$ cat src/rtl/ltc_rx_pkg.sv
package ltc_rx_pkg;
   localparam int unsigned DATA_BITS = 64;
   localparam int unsigned SYNC_BITS = 16;
   localparam int unsigned BYTE_CNT  = DATA_BITS / 8;
   // Sync word as received, oldest bit in the MSB.
   localparam logic [SYNC_BITS-1:0] SYNC_FWD = 16'h3FFD;
   localparam logic [SYNC_BITS-1:0] SYNC_BWD = 16'hBFFC;

   typedef enum logic [1:0] {
      FR_HUNT = 2'd0,
      FR_DATA = 2'd1,
      FR_SYNC = 2'd2
   } frm_state_t;
endpackage

$ cat src/rtl/ltc_rx_edge_timer.sv
module ltc_rx_edge_timer #(
   parameter int unsigned TIMEOUT = 48000,
   parameter int unsigned CNT_W   = $clog2(TIMEOUT + 2)
) (
   input  logic             clk,
   input  logic             rst,
   input  logic             line_in,
   output logic             edge_stb,
   output logic [CNT_W-1:0] iv,
   output logic             tmo_stb
);
   logic             s_meta, s_sync, s_prev;
   logic             stale;
   logic [CNT_W-1:0] cnt;

   always_ff @(posedge clk) begin
      if (rst) begin
         s_meta   <= 1'b0;
         s_sync   <= 1'b0;
         s_prev   <= 1'b0;
         cnt      <= '0;
         stale    <= 1'b1;
         edge_stb <= 1'b0;
         iv       <= '0;
         tmo_stb  <= 1'b0;
      end else begin
         s_meta   <= line_in;
         s_sync   <= s_meta;
         s_prev   <= s_sync;
         edge_stb <= 1'b0;
         tmo_stb  <= 1'b0;
         if (s_sync != s_prev) begin
            cnt   <= '0;
            stale <= 1'b0;
            if (!stale) begin
               edge_stb <= 1'b1;
               iv       <= cnt + CNT_W'(1);
            end
         end else if (cnt != CNT_W'(TIMEOUT)) begin
            cnt <= cnt + CNT_W'(1);
         end else if (!stale) begin
            stale   <= 1'b1;
            tmo_stb <= 1'b1;
         end
      end
   end

   // a silence report never coincides with a measured interval
   assert_tmo_excl_R9: assert property (@(posedge clk) disable iff (rst)
      tmo_stb |-> !edge_stb);
   // silence is reported once, not every cycle
   assert_tmo_once_R9: assert property (@(posedge clk) disable iff (rst)
      tmo_stb |=> !tmo_stb);
endmodule

$ cat src/rtl/ltc_rx_bit_slicer.sv
module ltc_rx_bit_slicer #(
   parameter int unsigned CNT_W      = 17,
   parameter int unsigned NOM_PERIOD = 800,
   parameter int unsigned MIN_PERIOD = 10,
   parameter int unsigned MAX_PERIOD = 24000,
   parameter int unsigned AVG_SHIFT  = 2
) (
   input  logic             clk,
   input  logic             rst,
   input  logic             edge_stb,
   input  logic [CNT_W-1:0] iv,
   input  logic             tmo_stb,
   output logic             bit_stb,
   output logic             bit_val,
   output logic             bit_err
);
   localparam int unsigned WW = CNT_W + AVG_SHIFT + 3;

   logic [CNT_W-1:0] est_q;
   logic             half_pend;
   logic [WW-1:0]    iv_x4, est_x3, avg_sum, avg, avg_clamped;
   logic             is_half;

   always_comb begin
      iv_x4   = WW'(iv) << 2;
      est_x3  = WW'(est_q) * WW'(3);
      is_half = iv_x4 < est_x3;
      avg_sum = WW'(est_q) * WW'((1 << AVG_SHIFT) - 1) + WW'(iv);
      avg     = avg_sum >> AVG_SHIFT;
      if (avg < WW'(MIN_PERIOD))      avg_clamped = WW'(MIN_PERIOD);
      else if (avg > WW'(MAX_PERIOD)) avg_clamped = WW'(MAX_PERIOD);
      else                            avg_clamped = avg;
   end

   always_ff @(posedge clk) begin
      if (rst) begin
         est_q     <= CNT_W'(NOM_PERIOD);
         half_pend <= 1'b0;
         bit_stb   <= 1'b0;
         bit_val   <= 1'b0;
         bit_err   <= 1'b0;
      end else begin
         bit_stb <= 1'b0;
         bit_err <= 1'b0;
         if (tmo_stb) begin
            half_pend <= 1'b0;
            bit_err   <= 1'b1;
         end else if (edge_stb) begin
            if (is_half) begin
               if (half_pend) begin
                  bit_stb   <= 1'b1;
                  bit_val   <= 1'b1;
                  half_pend <= 1'b0;
               end else begin
                  half_pend <= 1'b1;
               end
            end else if (half_pend) begin
               bit_err   <= 1'b1;
               half_pend <= 1'b0;
            end else begin
               bit_stb <= 1'b1;
               bit_val <= 1'b0;
               est_q   <= CNT_W'(avg_clamped);
            end
         end
      end
   end

   // a decoded one always closes a pending half cell
   assert_one_pairs_R10: assert property (@(posedge clk) disable iff (rst)
      (bit_stb && bit_val) |-> ($past(half_pend) && !half_pend));
   // a bit and an error are never reported together
   assert_bit_or_err_R10: assert property (@(posedge clk) disable iff (rst)
      $onehot0({bit_stb, bit_err}));
   // the period estimate only moves on a decoded zero
   assert_est_on_zero_R11: assert property (@(posedge clk) disable iff (rst)
      !$stable(est_q) |-> (bit_stb && !bit_val));
endmodule

$ cat src/rtl/ltc_rx_framer.sv
module ltc_rx_framer import ltc_rx_pkg::*; (
   input  logic                 clk,
   input  logic                 rst,
   input  logic                 bit_stb,
   input  logic                 bit_val,
   input  logic                 bit_err,
   output logic                 locked,
   output logic                 dir_bwd,
   output logic                 frame_stb,
   output logic [DATA_BITS-1:0] frame_q
);
   frm_state_t           state;
   logic [5:0]           cnt;
   logic [SYNC_BITS-1:0] hist, hist_next, sync_exp;
   logic [DATA_BITS-1:0] acc, acc_next;
   logic [5:0]           pos;
   logic                 wr_data;

   always_comb begin
      hist_next = {hist[SYNC_BITS-2:0], bit_val};
      sync_exp  = dir_bwd ? SYNC_BWD : SYNC_FWD;
      pos       = dir_bwd ? (6'd63 - cnt) : cnt;
      wr_data   = bit_stb && (state == FR_DATA);
   end

   for (genvar i = 0; i < DATA_BITS; i++) begin : g_acc
      assign acc_next[i] = (wr_data && (pos == 6'(i))) ? bit_val : acc[i];
   end

   always_ff @(posedge clk) begin
      if (rst) begin
         state     <= FR_HUNT;
         cnt       <= '0;
         hist      <= '0;
         acc       <= '0;
         frame_q   <= '0;
         frame_stb <= 1'b0;
         locked    <= 1'b0;
         dir_bwd   <= 1'b0;
      end else begin
         frame_stb <= 1'b0;
         if (bit_err) begin
            locked <= 1'b0;
            state  <= FR_HUNT;
            hist   <= '0;
         end else if (bit_stb) begin
            hist <= hist_next;
            acc  <= acc_next;
            unique case (state)
               FR_HUNT: begin
                  if (hist_next == SYNC_FWD) begin
                     locked  <= 1'b1;
                     dir_bwd <= 1'b0;
                     state   <= FR_DATA;
                     cnt     <= '0;
                  end else if (hist_next == SYNC_BWD) begin
                     locked  <= 1'b1;
                     dir_bwd <= 1'b1;
                     state   <= FR_DATA;
                     cnt     <= '0;
                  end
               end
               FR_DATA: begin
                  if (cnt == 6'd63) begin
                     frame_q   <= acc_next;
                     frame_stb <= 1'b1;
                     state     <= FR_SYNC;
                     cnt       <= '0;
                  end else begin
                     cnt <= cnt + 6'd1;
                  end
               end
               FR_SYNC: begin
                  if (cnt == 6'(SYNC_BITS - 1)) begin
                     cnt <= '0;
                     if (hist_next == sync_exp) begin
                        state <= FR_DATA;
                     end else begin
                        locked <= 1'b0;
                        state  <= FR_HUNT;
                     end
                  end else begin
                     cnt <= cnt + 6'd1;
                  end
               end
               default: state <= FR_HUNT;
            endcase
         end
      end
   end

   // the frame report lasts one cycle
   assert_irq_pulse_R6: assert property (@(posedge clk) disable iff (rst)
      frame_stb |=> !frame_stb);
   // a frame is only reported while synchronized
   assert_irq_locked_R6: assert property (@(posedge clk) disable iff (rst)
      frame_stb |-> locked);
   // buffer contents move only with a frame report
   assert_buf_hold_R7: assert property (@(posedge clk) disable iff (rst)
      !$stable(frame_q) |-> frame_stb);
   // lock rises only on a received sync word
   assert_lock_on_sync_R2: assert property (@(posedge clk) disable iff (rst)
      $rose(locked) |-> ($past(bit_stb) &&
         (($past(hist_next) == SYNC_FWD) || ($past(hist_next) == SYNC_BWD))));
   // direction holds while lock holds
   assert_dir_steady_R3: assert property (@(posedge clk) disable iff (rst)
      (locked && $past(locked)) |-> $stable(dir_bwd));
   // lock falls only on a decoded bit or a decode error
   assert_unlock_cause_R8: assert property (@(posedge clk) disable iff (rst)
      $fell(locked) |-> ($past(bit_stb) || $past(bit_err)));
endmodule

$ cat src/rtl/ltc_rx.sv
module ltc_rx import ltc_rx_pkg::*; #(
   parameter int unsigned NOM_PERIOD = 800,
   parameter int unsigned FAST_MUL   = 80,
   parameter int unsigned SLOW_DIV   = 30,
   parameter int unsigned AVG_SHIFT  = 2
) (
   input  logic       clk,
   input  logic       rst,
   input  logic       ltc_line,
   input  logic [2:0] rd_addr,
   output logic [7:0] rd_data,
   output logic       lock,
   output logic       dir_bwd,
   output logic       rx_irq
);
   localparam int unsigned MIN_P   = NOM_PERIOD / FAST_MUL;
   localparam int unsigned MAX_P   = NOM_PERIOD * SLOW_DIV;
   localparam int unsigned TIMEOUT = 2 * MAX_P;
   localparam int unsigned CNT_W   = $clog2(TIMEOUT + 2);

   if (MIN_P < 4) begin : g_bad_min
      $error("ltc_rx: NOM_PERIOD/FAST_MUL must be at least 4 clocks");
   end
   if (AVG_SHIFT < 1 || AVG_SHIFT > 6) begin : g_bad_shift
      $error("ltc_rx: AVG_SHIFT must lie in 1..6");
   end

   logic             edge_stb, tmo_stb;
   logic [CNT_W-1:0] iv;
   logic             bit_stb, bit_val, bit_err;
   logic [DATA_BITS-1:0] frame;
   logic [7:0]       bytes [BYTE_CNT];

   ltc_rx_edge_timer #(.TIMEOUT(TIMEOUT), .CNT_W(CNT_W)) i_timer (
      .clk(clk), .rst(rst), .line_in(ltc_line),
      .edge_stb(edge_stb), .iv(iv), .tmo_stb(tmo_stb)
   );

   ltc_rx_bit_slicer #(
      .CNT_W(CNT_W), .NOM_PERIOD(NOM_PERIOD), .MIN_PERIOD(MIN_P),
      .MAX_PERIOD(MAX_P), .AVG_SHIFT(AVG_SHIFT)
   ) i_slicer (
      .clk(clk), .rst(rst), .edge_stb(edge_stb), .iv(iv), .tmo_stb(tmo_stb),
      .bit_stb(bit_stb), .bit_val(bit_val), .bit_err(bit_err)
   );

   ltc_rx_framer i_framer (
      .clk(clk), .rst(rst), .bit_stb(bit_stb), .bit_val(bit_val),
      .bit_err(bit_err), .locked(lock), .dir_bwd(dir_bwd),
      .frame_stb(rx_irq), .frame_q(frame)
   );

   for (genvar b = 0; b < BYTE_CNT; b++) begin : g_byte
      assign bytes[b] = frame[8*b +: 8];
   end

   assign rd_data = bytes[rd_addr];
endmodule

$ cat config.mk
export PLATFORM = sky130hd
export DESIGN_NAME = ltc_rx
export DESIGN_NICKNAME = d
export VERILOG_FILES = /design/src/rtl/ltc_rx_pkg.sv /design/src/rtl/ltc_rx_edge_timer.sv /design/src/rtl/ltc_rx_bit_slicer.sv /design/src/rtl/ltc_rx_framer.sv /design/src/rtl/ltc_rx.sv
export SDC_FILE = /design/constraint.sdc
export NUM_CORES = 1
export LEC_CHECK = 0
export ABC_AREA = 1
export BUFFER_PORTS_ARGS = -buffer_cell sky130_fd_sc_hd__buf_4
export CORE_UTILIZATION = 45
export CTS_BUF_LIST = sky130_fd_sc_hd__clkbuf_8
export DETAILED_ROUTE_END_ITERATION = 7
export HOLD_SLACK_MARGIN = 0.15
export PLACE_DENSITY = 0.67
export SLEW_MARGIN = 20
export SYNTH_ARGS = -nofsm -noshare
export SYNTH_HDL_FRONTEND = slang
export SYNTH_SLANG_ARGS = --single-unit
$ cat constraint.sdc
create_clock -name clk -period 5.7 [get_ports clk]
set_input_delay 0.285 -clock clk [delete_from_list [all_inputs] [get_ports clk]]
set_output_delay 0.285 -clock clk [all_outputs]
set_load 0.1 [all_outputs]
==> run summary, run 1 <==
• **Leak** 6.51 nW
• **most used standard cells in the synthesized netlist** sky130_fd_sc_hd__inv_1, sky130_fd_sc_hd__nand2_1, sky130_fd_sc_hd__dfxtp_1
• **setup repair after global routing missed its margin** no
• **failing checks** design-rule violations
• **Post-synth ARST share** 0%
• **setup slack of the critical path after layout** 1.01 ns
• **portion of the clock cycle consumed by the worst path in the final layout** 82.3%
• **cells taking the most area after synthesis** sky130_fd_sc_hd__dfxtp_1, sky130_fd_sc_hd__inv_1, sky130_fd_sc_hd__a21oi_1
• **starting density of the core** 46.2%
• **chip height** 166 um
• **clk buf depth** 3
• **number of enable flip-flop cells after synthesis** 0
• **initial detailed-routing violation count** 834
• **Yosys warnings** 0
• **number of diodes added for antenna fixing** 0
• **kind of start point of the critical path** flop
• **most instantiated flip-flop cell in the synthesis netlist** sky130_fd_sc_hd__dfxtp_1
• **most used standard cell by instance count after synthesis** sky130_fd_sc_hd__inv_1
• **simple-gate share of the synthesized area** 19.6%
• **clock tree from TritonCTS** done
• **multiplexer area fraction after synthesis** 2.07%
• **main combinational cell family by area after synthesis** compound AO/OA/AOI/OAI gates
• **Compound-Gate Fraction of Synth Area** 22.4%
• **wire length of the first global-routing pass** 52200 um
• **die width** 166 um
• **sort of element at the end of the critical path** flop
• **post-synthesis to final-layout area growth** 8.99%
• **clock root buffer** sky130_fd_sc_hd__clkbuf_8
• **maximum number of pins on one net before global-route repair** 91
• **total grt overflow** 0
• **hold crit path type** reg -> reg
• **relative max-transition margin** 27.3%
• **unique cell type count in the Yosys netlist** 47
• **# clock sinks** 212
• **CP max FO** 17
• **adder-cell share of the synthesized area** 6.37%
• **global-route usage over all layers** 22.7%
• **number of buffers created by CTS** 38
• **floorplan die area** 27500 sq um
• **number of storage elements in the synthesis netlist** 212
• **number of antenna violations at the first check in global routing** 0
• **xor and xnor fraction of the mapped netlist area** 2.75%
• **max-cap violation count** 0
• **Via density** 5.31
• **register clock-pin slew on the reported worst setup and hold paths** 0.06 ns
• **final slew viol count** 0
• **H-tree levels** 2
• **area fraction of the dominant cell type after synthesis** 35.1%
• **crit path time final** 4.69 ns
• **Worst Path Class, Setup** reg -> reg
• **antenna-violating nets left** 0
• **placed wire-length estimate after detailed placement** 20300 um
• **run status** finished, violations left
• **length of the first detailed-routing pass in iterations** 7
• **Synth Instances** 1777
• **cell accounting for the most synthesized area** sky130_fd_sc_hd__dfxtp_1
• **Synthesized Nets** 1844
• **via total after detailed routing** 11300
• **Core Area** 26200 sq um
• **portion of the post-synthesis area used by sequential elements** 35.1%
• **drt total wl** 31000 um
• **setup clock skew after layout** 0.0428 ns
• **Sum Neg Setup Slack** 0 ns
• **post-route cell area** 13200 sq um
• **Site Rows** 59
• **Final Net Count** 1833
• **count of input and output buffers** 16
• **ratio of total power to cell area** 235 nW/um^2
• **post-detailed-placement cell area** 12400 sq um
• **DRC violation count after routing** 1
• **fill cell total of the finished layout** 2664
• **Routability Congestion** 0.916
• **critical path arrival** 5.09 ns
• **detail-routed net length per standard cell** 14.6 um
• **post-synthesis instance area** 12100 sq um
• **Post-CTS Setup Bufs** 0
• **share of final-layout standard cells stronger than drive strength 1** 6.08%
• **Avg Inst Size Synth** 6.81 sq um
• **worst setup slack before clock tree synthesis** 1.01 ns
• **# setup viols final** 0
• **slew at the pin with the worst max-slew slack** 1.09 ns
• **Max Freq** 213 MHz
• **IR Drop Worst-Case VDD** 0.197 mV
• **Crit path required time** 6.10 ns
• **I/O Pins** 17
• **worst skew pair latency** 0.55 ns
• **final hold violations** 0
• **via count of the first global-routing pass** 10600
-- logic make-up after synthesis --
| group | Yosys count |
|---|---|
| buf+inv | 371 |
| fa+ha+maj | 61 |
| compound gates | 501 |
| mux | 25 |
| flops | 212 |
| xor+xnor | 38 |
| simple gates | 569 |
-- power by group --
group	internal, W	switching, W	total, W
registers	0.00149	0.00000801	0.00150
logic	0.0000445	0.000132	0.000176
clock network	0.000787	0.000635	0.00142
-- stage by stage --
stage	utilization (%)	power, W	std cells	hold slack (ns)
floorplan	-	0.00166	1777	0.388
global placement	47.3	0.00170	2059	0.404
detailed placement	47.3	0.00170	2059	0.399
CTS	50.3	0.00313	2127	0.410
global route	50.3	0.00322	2127	0.451
finish	50.3	0.00310	2127	0.411
-- worst paths after layout --
kind / end / from / cells after the start / slack [ns]
max reg2reg: i_slicer.est_q[3] / i_slicer.est_q[0] / 21 / 1.01
min reg2reg: i_timer.s_sync / i_timer.s_meta / 2 / 0.41
max: i_slicer.est_q[3] / i_slicer.est_q[0] / 21 / 1.01
min: i_timer.s_sync / i_timer.s_meta / 2 / 0.41
-- state kept, by name, indices dropped and copies added (netlist names), 2 cells and up --
signal,cells
i_framer.hist,15
i_framer.acc,64
i_framer.state,2
i_timer.iv,16
i_slicer.est_q,16
i_timer.cnt,16
i_framer.frame_q,64
i_framer.cnt,6
-- layout by cell type (no fill, tap or decap), types with 2 or more instances in the layout --
cell / count
sky130_fd_sc_hd__a21oi_1: 210
sky130_fd_sc_hd__a31oi_1: 48
sky130_fd_sc_hd__xnor2_1: 16
sky130_fd_sc_hd__nand3_1: 65
sky130_fd_sc_hd__dfxtp_1: 212
sky130_fd_sc_hd__nor3_1: 19
sky130_fd_sc_hd__o211ai_1: 14
sky130_fd_sc_hd__nand3b_1: 4
sky130_fd_sc_hd__clkinv_2: 4
sky130_fd_sc_hd__nand2_2: 9
sky130_fd_sc_hd__inv_1: 296
sky130_fd_sc_hd__inv_2: 7
sky130_fd_sc_hd__clkinv_1: 2
sky130_fd_sc_hd__o21ai_0: 192
sky130_fd_sc_hd__o21bai_1: 12
sky130_fd_sc_hd__mux2i_1: 25
sky130_fd_sc_hd__o31ai_1: 2
sky130_fd_sc_hd__buf_4: 27
sky130_fd_sc_hd__o21a_1: 4
sky130_fd_sc_hd__nand4_1: 13
sky130_fd_sc_hd__clkbuf_8: 43
sky130_fd_sc_hd__nor2_4: 2
sky130_fd_sc_hd__nor4_1: 5
sky130_fd_sc_hd__ha_1: 60
sky130_fd_sc_hd__a221oi_1: 3
sky130_fd_sc_hd__xor2_1: 22
sky130_fd_sc_hd__inv_6: 2
sky130_fd_sc_hd__nand2_1: 257
sky130_fd_sc_hd__and3_1: 2
sky130_fd_sc_hd__o21ai_1: 5
sky130_fd_sc_hd__and2_1: 2
sky130_fd_sc_hd__a31o_2: 2
sky130_fd_sc_hd__bufinv_16: 2
sky130_fd_sc_hd__nor2_2: 3
sky130_fd_sc_hd__nor2_1: 182
sky130_fd_sc_hd__dlygate4sd3_1: 2
sky130_fd_sc_hd__a21oi_2: 2
sky130_fd_sc_hd__nand2_4: 2
-- worst max-delay path, stage by stage (launching register included) --
cell and delay, ns:
sky130_fd_sc_hd__dfxtp_1 0.35, sky130_fd_sc_hd__ha_1 0.24, sky130_fd_sc_hd__fa_1 0.41, sky130_fd_sc_hd__nand3_1 0.09
sky130_fd_sc_hd__nand2_1 0.11, sky130_fd_sc_hd__nand2_1 0.09, sky130_fd_sc_hd__nand3_1 0.18, sky130_fd_sc_hd__a31oi_1 0.25
sky130_fd_sc_hd__o21ai_0 0.14, sky130_fd_sc_hd__xor2_1 0.20, sky130_fd_sc_hd__inv_1 0.07, sky130_fd_sc_hd__ha_1 0.29
sky130_fd_sc_hd__a21oi_1 0.15, sky130_fd_sc_hd__nor2_1 0.05, sky130_fd_sc_hd__a2111oi_0 0.33, sky130_fd_sc_hd__o311ai_0 0.38
sky130_fd_sc_hd__ha_1 0.32, sky130_fd_sc_hd__nand3_1 0.07, sky130_fd_sc_hd__buf_4 0.23, sky130_fd_sc_hd__clkinv_1 0.28
sky130_fd_sc_hd__o21ai_0 0.27, sky130_fd_sc_hd__a21oi_1 0.07
-- layout make-up --
| class | count | area [sq um] | area share (%) |
|---|---|---|---|
| Timing Repair Buffer | 29 | 223 | 1.69 |
| Clock buffer | 43 | 592 | 4.49 |
| Inverter | 291 | 1090 | 8.28 |
| Sequential cell | 212 | 4240 | 32.2 |
| Clock inverter | 23 | 166 | 1.26 |
| Tap cell | 335 | 419 | 3.18 |
| Multi-Input combinational cell | 1194 | 6450 | 48.9 |
-- layer usage --
metal | GRT usage, % | share of wire, %
met1 | 29.2 | 46
met2 | 39.8 | 48
met3 | 2.57 | 4.4
met4 | 7.11 | 2.2
met5 | 0 | 0
-- timing repair --
action,4_1_cts,5_1_grt
hold buffers,2,0
endpoints found under the hold margin,2,0
resized for setup,0,0
Note: power is estimated with default switching activity, not from simulation.
==> run 2, diff against run 1 <==
--- a/config.mk
+++ b/config.mk
@@ -5,13 +5,13 @@
 export SDC_FILE = /design/constraint.sdc
 export NUM_CORES = 1
 export LEC_CHECK = 0
-export ABC_AREA = 1
+export ABC_AREA = 0
 export BUFFER_PORTS_ARGS = -buffer_cell sky130_fd_sc_hd__buf_4
 export CORE_UTILIZATION = 45
 export CTS_BUF_LIST = sky130_fd_sc_hd__clkbuf_8
 export DETAILED_ROUTE_END_ITERATION = 7
 export HOLD_SLACK_MARGIN = 0.15
-export PLACE_DENSITY = 0.67
+export PLACE_DENSITY = 0.7
 export SLEW_MARGIN = 20
 export SYNTH_ARGS = -nofsm -noshare
 export SYNTH_HDL_FRONTEND = slang
==> constraint.sdc (replaced) <==
create_clock -name clk -period 4.03 [get_ports clk]
set_input_delay 0.2015 -clock clk [delete_from_list [all_inputs] [get_ports clk]]
set_output_delay 0.2015 -clock clk [all_outputs]
set_load 0.1 [all_outputs]
==> run 2 against run 1 <==
Die area down 6.3%. Critical path type unchanged. Sequential power rose by 41%. Global-route usage is 1.7 points lower. The run ends with negative setup slack left. Largest power group unchanged. Largest cell class unchanged. Setup slack worse by 1.4 ns. Clock skew down 0.010 ns. Maximum frequency up 7.2%. First-iteration DRC count shrank 19%. Core utilization up 4.7 points.
==> run summary, run 2 <==
• **cell family contributing the most delay on the critical path** compound AO/OA/AOI/OAI gates, unchanged
• **area taken by multi-input logic gates** 7060 sq um, was 6450 sq um
• **final slew viol count** 0, unchanged
• **portion of the clock cycle consumed by the worst path in the final layout** 109%, was 82.3%
• **Final Net Count** 1429, was 1833
• **Crit path required time** 4.48 ns, was 6.10 ns
• **Routability Congestion** 0.867, was 0.916
• **H-tree levels** 2, unchanged
• **cells taking the most area after synthesis** sky130_fd_sc_hd__dfxtp_1, sky130_fd_sc_hd__a211oi_1, sky130_fd_sc_hd__mux2i_1, was sky130_fd_sc_hd__dfxtp_1, sky130_fd_sc_hd__inv_1, sky130_fd_sc_hd__a21oi_1
• **CP max FO** 7, was 17
• **unique cell type count in the Yosys netlist** 71, was 47
• **most instantiated flip-flop cell in the synthesis netlist** sky130_fd_sc_hd__dfxtp_1, unchanged
• **detail-routed net length per standard cell** 15.7 um, was 14.6 um
• **via count of the first global-routing pass** 9324, was 10600
• **initial detailed-routing violation count** 676, was 834
• **floorplan die area** 25800 sq um, was 27500 sq um
• **registers with the highest flip-flop counts** i_framer.acc x64, i_framer.frame_q x64, unchanged
• **area fraction of the dominant cell type after synthesis** 37.5%, was 35.1%
• **post-synthesis to final-layout area growth** 19.2%, was 8.99%
• **starting density of the core** 46.2%, about the same
• **slew at the pin with the worst max-slew slack** 1.07 ns, was 1.09 ns
• **fill cell total of the finished layout** 2166, was 2664
• **cell accounting for the most synthesized area** sky130_fd_sc_hd__dfxtp_1, unchanged
• **Cell Chain, Critical Path** ha_4, fa_2, a21o_1, nand4_1, a21boi_4, buf_4, o21ai_0, nand2b_1, xor2_2, ha_2, nand4_1, inv_1, o211ai_1, a31oi_2, buf_4, a41oi_2, buf_4, nor3b_1, o21ai_1, o32ai_4, buf_12, a221o_1, was ha_1, fa_1, nand3_1, nand2_1, nand2_1, nand3_1, a31oi_1, o21ai_0, xor2_1, inv_1, ha_1, a21oi_1, nor2_1, a2111oi_0, o311ai_0, ha_1, nand3_1, buf_4, clkinv_1, o21ai_0, a21oi_1
• **leading cell types in the layout, fill and taps excluded** sky130_fd_sc_hd__nor2_1, sky130_fd_sc_hd__dfxtp_1, sky130_fd_sc_hd__a211oi_1, sky130_fd_sc_hd__nand2_1, sky130_fd_sc_hd__buf_4, was sky130_fd_sc_hd__inv_1, sky130_fd_sc_hd__nand2_1, sky130_fd_sc_hd__dfxtp_1, sky130_fd_sc_hd__a21oi_1, sky130_fd_sc_hd__o21ai_0
• **most used standard cell by instance count after synthesis** sky130_fd_sc_hd__nor2_1, was sky130_fd_sc_hd__inv_1
• **clock root buffer** sky130_fd_sc_hd__clkbuf_8, unchanged
• **number of buffers created by CTS** 38, unchanged
• **most used standard cells in the synthesized netlist** sky130_fd_sc_hd__nor2_1, sky130_fd_sc_hd__dfxtp_1, sky130_fd_sc_hd__a211oi_1, was sky130_fd_sc_hd__inv_1, sky130_fd_sc_hd__nand2_1, sky130_fd_sc_hd__dfxtp_1
• **drt total wl** 26800 um, was 31000 um
• **Yosys warnings** 0, unchanged
• **Most common cell on crit path** sky130_fd_sc_hd__buf_4
• **register clock-pin slew on the reported worst setup and hold paths** 0.07 ns, was 0.06 ns
• **Register Area** 4250 sq um, was 4240 sq um
• **setup repair after global routing missed its margin** yes, was no
• **setup clock skew after layout** 0.0325 ns, was 0.0428 ns
• **maximum number of pins on one net before global-route repair** 129, was 91
• **wire length of the first global-routing pass** 45500 um, was 52200 um
• **hold crit path type** reg -> reg, unchanged
• **die width** 161 um, was 166 um
• **worst skew pair latency** 0.55 ns, about the same
• **Leak** 5.23 nW, was 6.51 nW
• **Avg Inst Size Synth** 8.73 sq um, was 6.81 sq um
• **# setup viols final** 17, was 0
• **register-to-register setup slack** -0.35 ns, was 1.01 ns
• **failing checks** negative setup slack, was design-rule violations
• **length of the first detailed-routing pass in iterations** 4, was 7
• **post-synthesis instance area** 11300 sq um, was 12100 sq um
• **clk buf depth** 3, unchanged
• **antenna-violating nets left** 0, unchanged
• **IR Drop Worst-Case VDD** 0.312 mV, was 0.197 mV
• **number of storage elements in the synthesis netlist** 212, unchanged
• **kind of start point of the critical path** flop, unchanged
• **number of enable flip-flop cells after synthesis** 0, unchanged
• **PnR Total Power** 0.00427 W, was 0.00310 W
• **Synth Instances** 1298, was 1777
• **placed wire-length estimate after detailed placement** 16900 um, was 20300 um
• **setup slack of the critical path after layout** -0.346 ns, was 1.01 ns
• **ratio of total power to cell area** 317 nW/um^2, was 235 nW/um^2
• **count of input and output buffers** 16, unchanged
• **relative max-transition margin** 28.7%, was 27.3%
• **global-route usage over all layers** 21.0%, was 22.7%
• **most common library cell in the layout ignoring fill and taps** sky130_fd_sc_hd__nor2_1, was sky130_fd_sc_hd__inv_1
• **max-cap violation count** 0, unchanged
• **# clock sinks** 212, unchanged
• **slowest stage cell on the critical path** sky130_fd_sc_hd__ha_2, was sky130_fd_sc_hd__fa_1
• **Site Rows** 57, was 59
• **via total after detailed routing** 9581, was 11300
• **chip height** 161 um, was 166 um
• **Worst Path Class, Setup** reg -> reg, unchanged
• **critical path buffer and inverter count** 5, was 3
• **DRC violation count after routing** 0, was 1
• **share of final-layout standard cells stronger than drive strength 1** 19.3%, was 6.08%
• **clock tree from TritonCTS** done, unchanged
• **Via density** 5.61, was 5.31
• **run status** finished, violations left, unchanged
• **highest cell delay on the worst timing path** 0.38 ns, was 0.41 ns
• **post-detailed-placement cell area** 12200 sq um, was 12400 sq um
• **crit path time final** 4.38 ns, was 4.69 ns
• **Post-synth ARST share** 0%, unchanged
• **portion of the post-synthesis area used by sequential elements** 37.5%, was 35.1%
• **post-route cell area** 13500 sq um, was 13200 sq um
• **I/O Pins** 17, unchanged
• **number of diodes added for antenna fixing** 0, unchanged
• **Core Area** 24500 sq um, was 26200 sq um
• **final hold violations** 0, unchanged
• **Synthesized Nets** 1365, was 1844
• **total grt overflow** 0, unchanged
• **number of antenna violations at the first check in global routing** 0, unchanged
• **sort of element at the end of the critical path** flop, unchanged
• **Max Freq** 229 MHz, was 213 MHz
• **critical path arrival** 4.82 ns, was 5.09 ns
==> run 2: cell families (layout without fill, tap and decap cells) <==
group                      after synthesis  count (layout)  share of synthesized area (%)
DFF                                    212             212                           37.5
muxes                                  109             109                           11.5
and+or+nand+nor                        447             447                           17.7
xor gates and xnor gates                39              39                           3.02
AOI/OAI and AO/OA                      304             305                           19.2
buffers and inverters                  126             211                           4.25
adders and majority gates               61              61                           6.80
==> run 2: worst paths after layout <==
kind                     start           endpoint  depth (start not counted)
max          i_slicer.est_q[1]  i_slicer.est_q[9]                         22
min             i_timer.s_meta     i_timer.s_sync                          1
max reg2reg  i_slicer.est_q[1]  i_slicer.est_q[9]                         22
min reg2reg     i_timer.s_meta     i_timer.s_sync                          1
==> run 2: cell type report <==
| type | instances | area share [%] |
|---|---|---|
| Clock buffer | 44 | 4.49 |
| Clock inverter | 18 | 0.890 |
| Inverter | 38 | 1.08 |
| Multi-Input combinational cell | 961 | 52.3 |
| Sequential cell | 212 | 31.5 |
| Tap cell | 324 | 3.00 |
| Timing Repair Buffer | 111 | 6.73 |
==> run 2: report_power, final <==
part	internal, W	switching [W]	leakage, nW
registers	0.00211	0.0000151	1.71
logic	0.0000782	0.000123	3.10
clock network	0.00106	0.000890	0.417
total	0.00325	0.00103	5.23
==> run 2: routing by layer <==
metal  wire [um]  vias to the layer above  part of all wire, %  track usage, %
met5           0                        -                    0               0
met3        1160                       56                  4.3            3.72
met2       12500                      171                   47            34.1
met4         583                        0                  2.2            6.41
li1            -                     4838                    -               -
met1       12600                     4516                   47            28.4
==> run 2: worst register-to-register path: stages, from the launching register on <==
cell and delay [ns]:
sky130_fd_sc_hd__dfxtp_4 0.36, sky130_fd_sc_hd__ha_4 0.16, sky130_fd_sc_hd__fa_2 0.34, sky130_fd_sc_hd__a21o_1 0.19, sky130_fd_sc_hd__nand4_1 0.14, sky130_fd_sc_hd__a21boi_4 0.09
sky130_fd_sc_hd__buf_4 0.15, sky130_fd_sc_hd__o21ai_0 0.14, sky130_fd_sc_hd__nand2b_1 0.10, sky130_fd_sc_hd__xor2_2 0.17, sky130_fd_sc_hd__ha_2 0.38, sky130_fd_sc_hd__nand4_1 0.12
sky130_fd_sc_hd__inv_1 0.07, sky130_fd_sc_hd__o211ai_1 0.11, sky130_fd_sc_hd__a31oi_2 0.22, sky130_fd_sc_hd__buf_4 0.16, sky130_fd_sc_hd__a41oi_2 0.15, sky130_fd_sc_hd__buf_4 0.18
sky130_fd_sc_hd__nor3b_1 0.13, sky130_fd_sc_hd__o21ai_1 0.32, sky130_fd_sc_hd__o32ai_4 0.15, sky130_fd_sc_hd__buf_12 0.16, sky130_fd_sc_hd__a221o_1 0.30
==> run 2: what timing repair did <==
action | 4_1_cts | 5_1_grt
endpoints found under the hold margin | 8 | 0
resized for setup | 47 | 30
endpoints found under the setup margin | 18 | 20
pin swaps | 24 | 18
buffers inserted | 2 | 11
hold buffers | 3 | 0
gates cloned | 0 | 1
==> run 2: stage by stage <==
step	setup TNS, ns	worst slack (ns)	util [%]	hold slack, ns	cells
3_5_place_dp	-5.57	-0.408	49.8	0.423	1632
4_1_cts	-3.64	-0.268	53.9	0.477	1698
6_report	-4.45	-0.346	55.0	0.470	1708
3_3_place_gp	-2.69	-0.232	49.8	0.424	1632
2_1_floorplan	-0.00162	-0.00162	-	0.330	1298
5_1_grt	-9.26	-0.653	55.0	0.484	1708
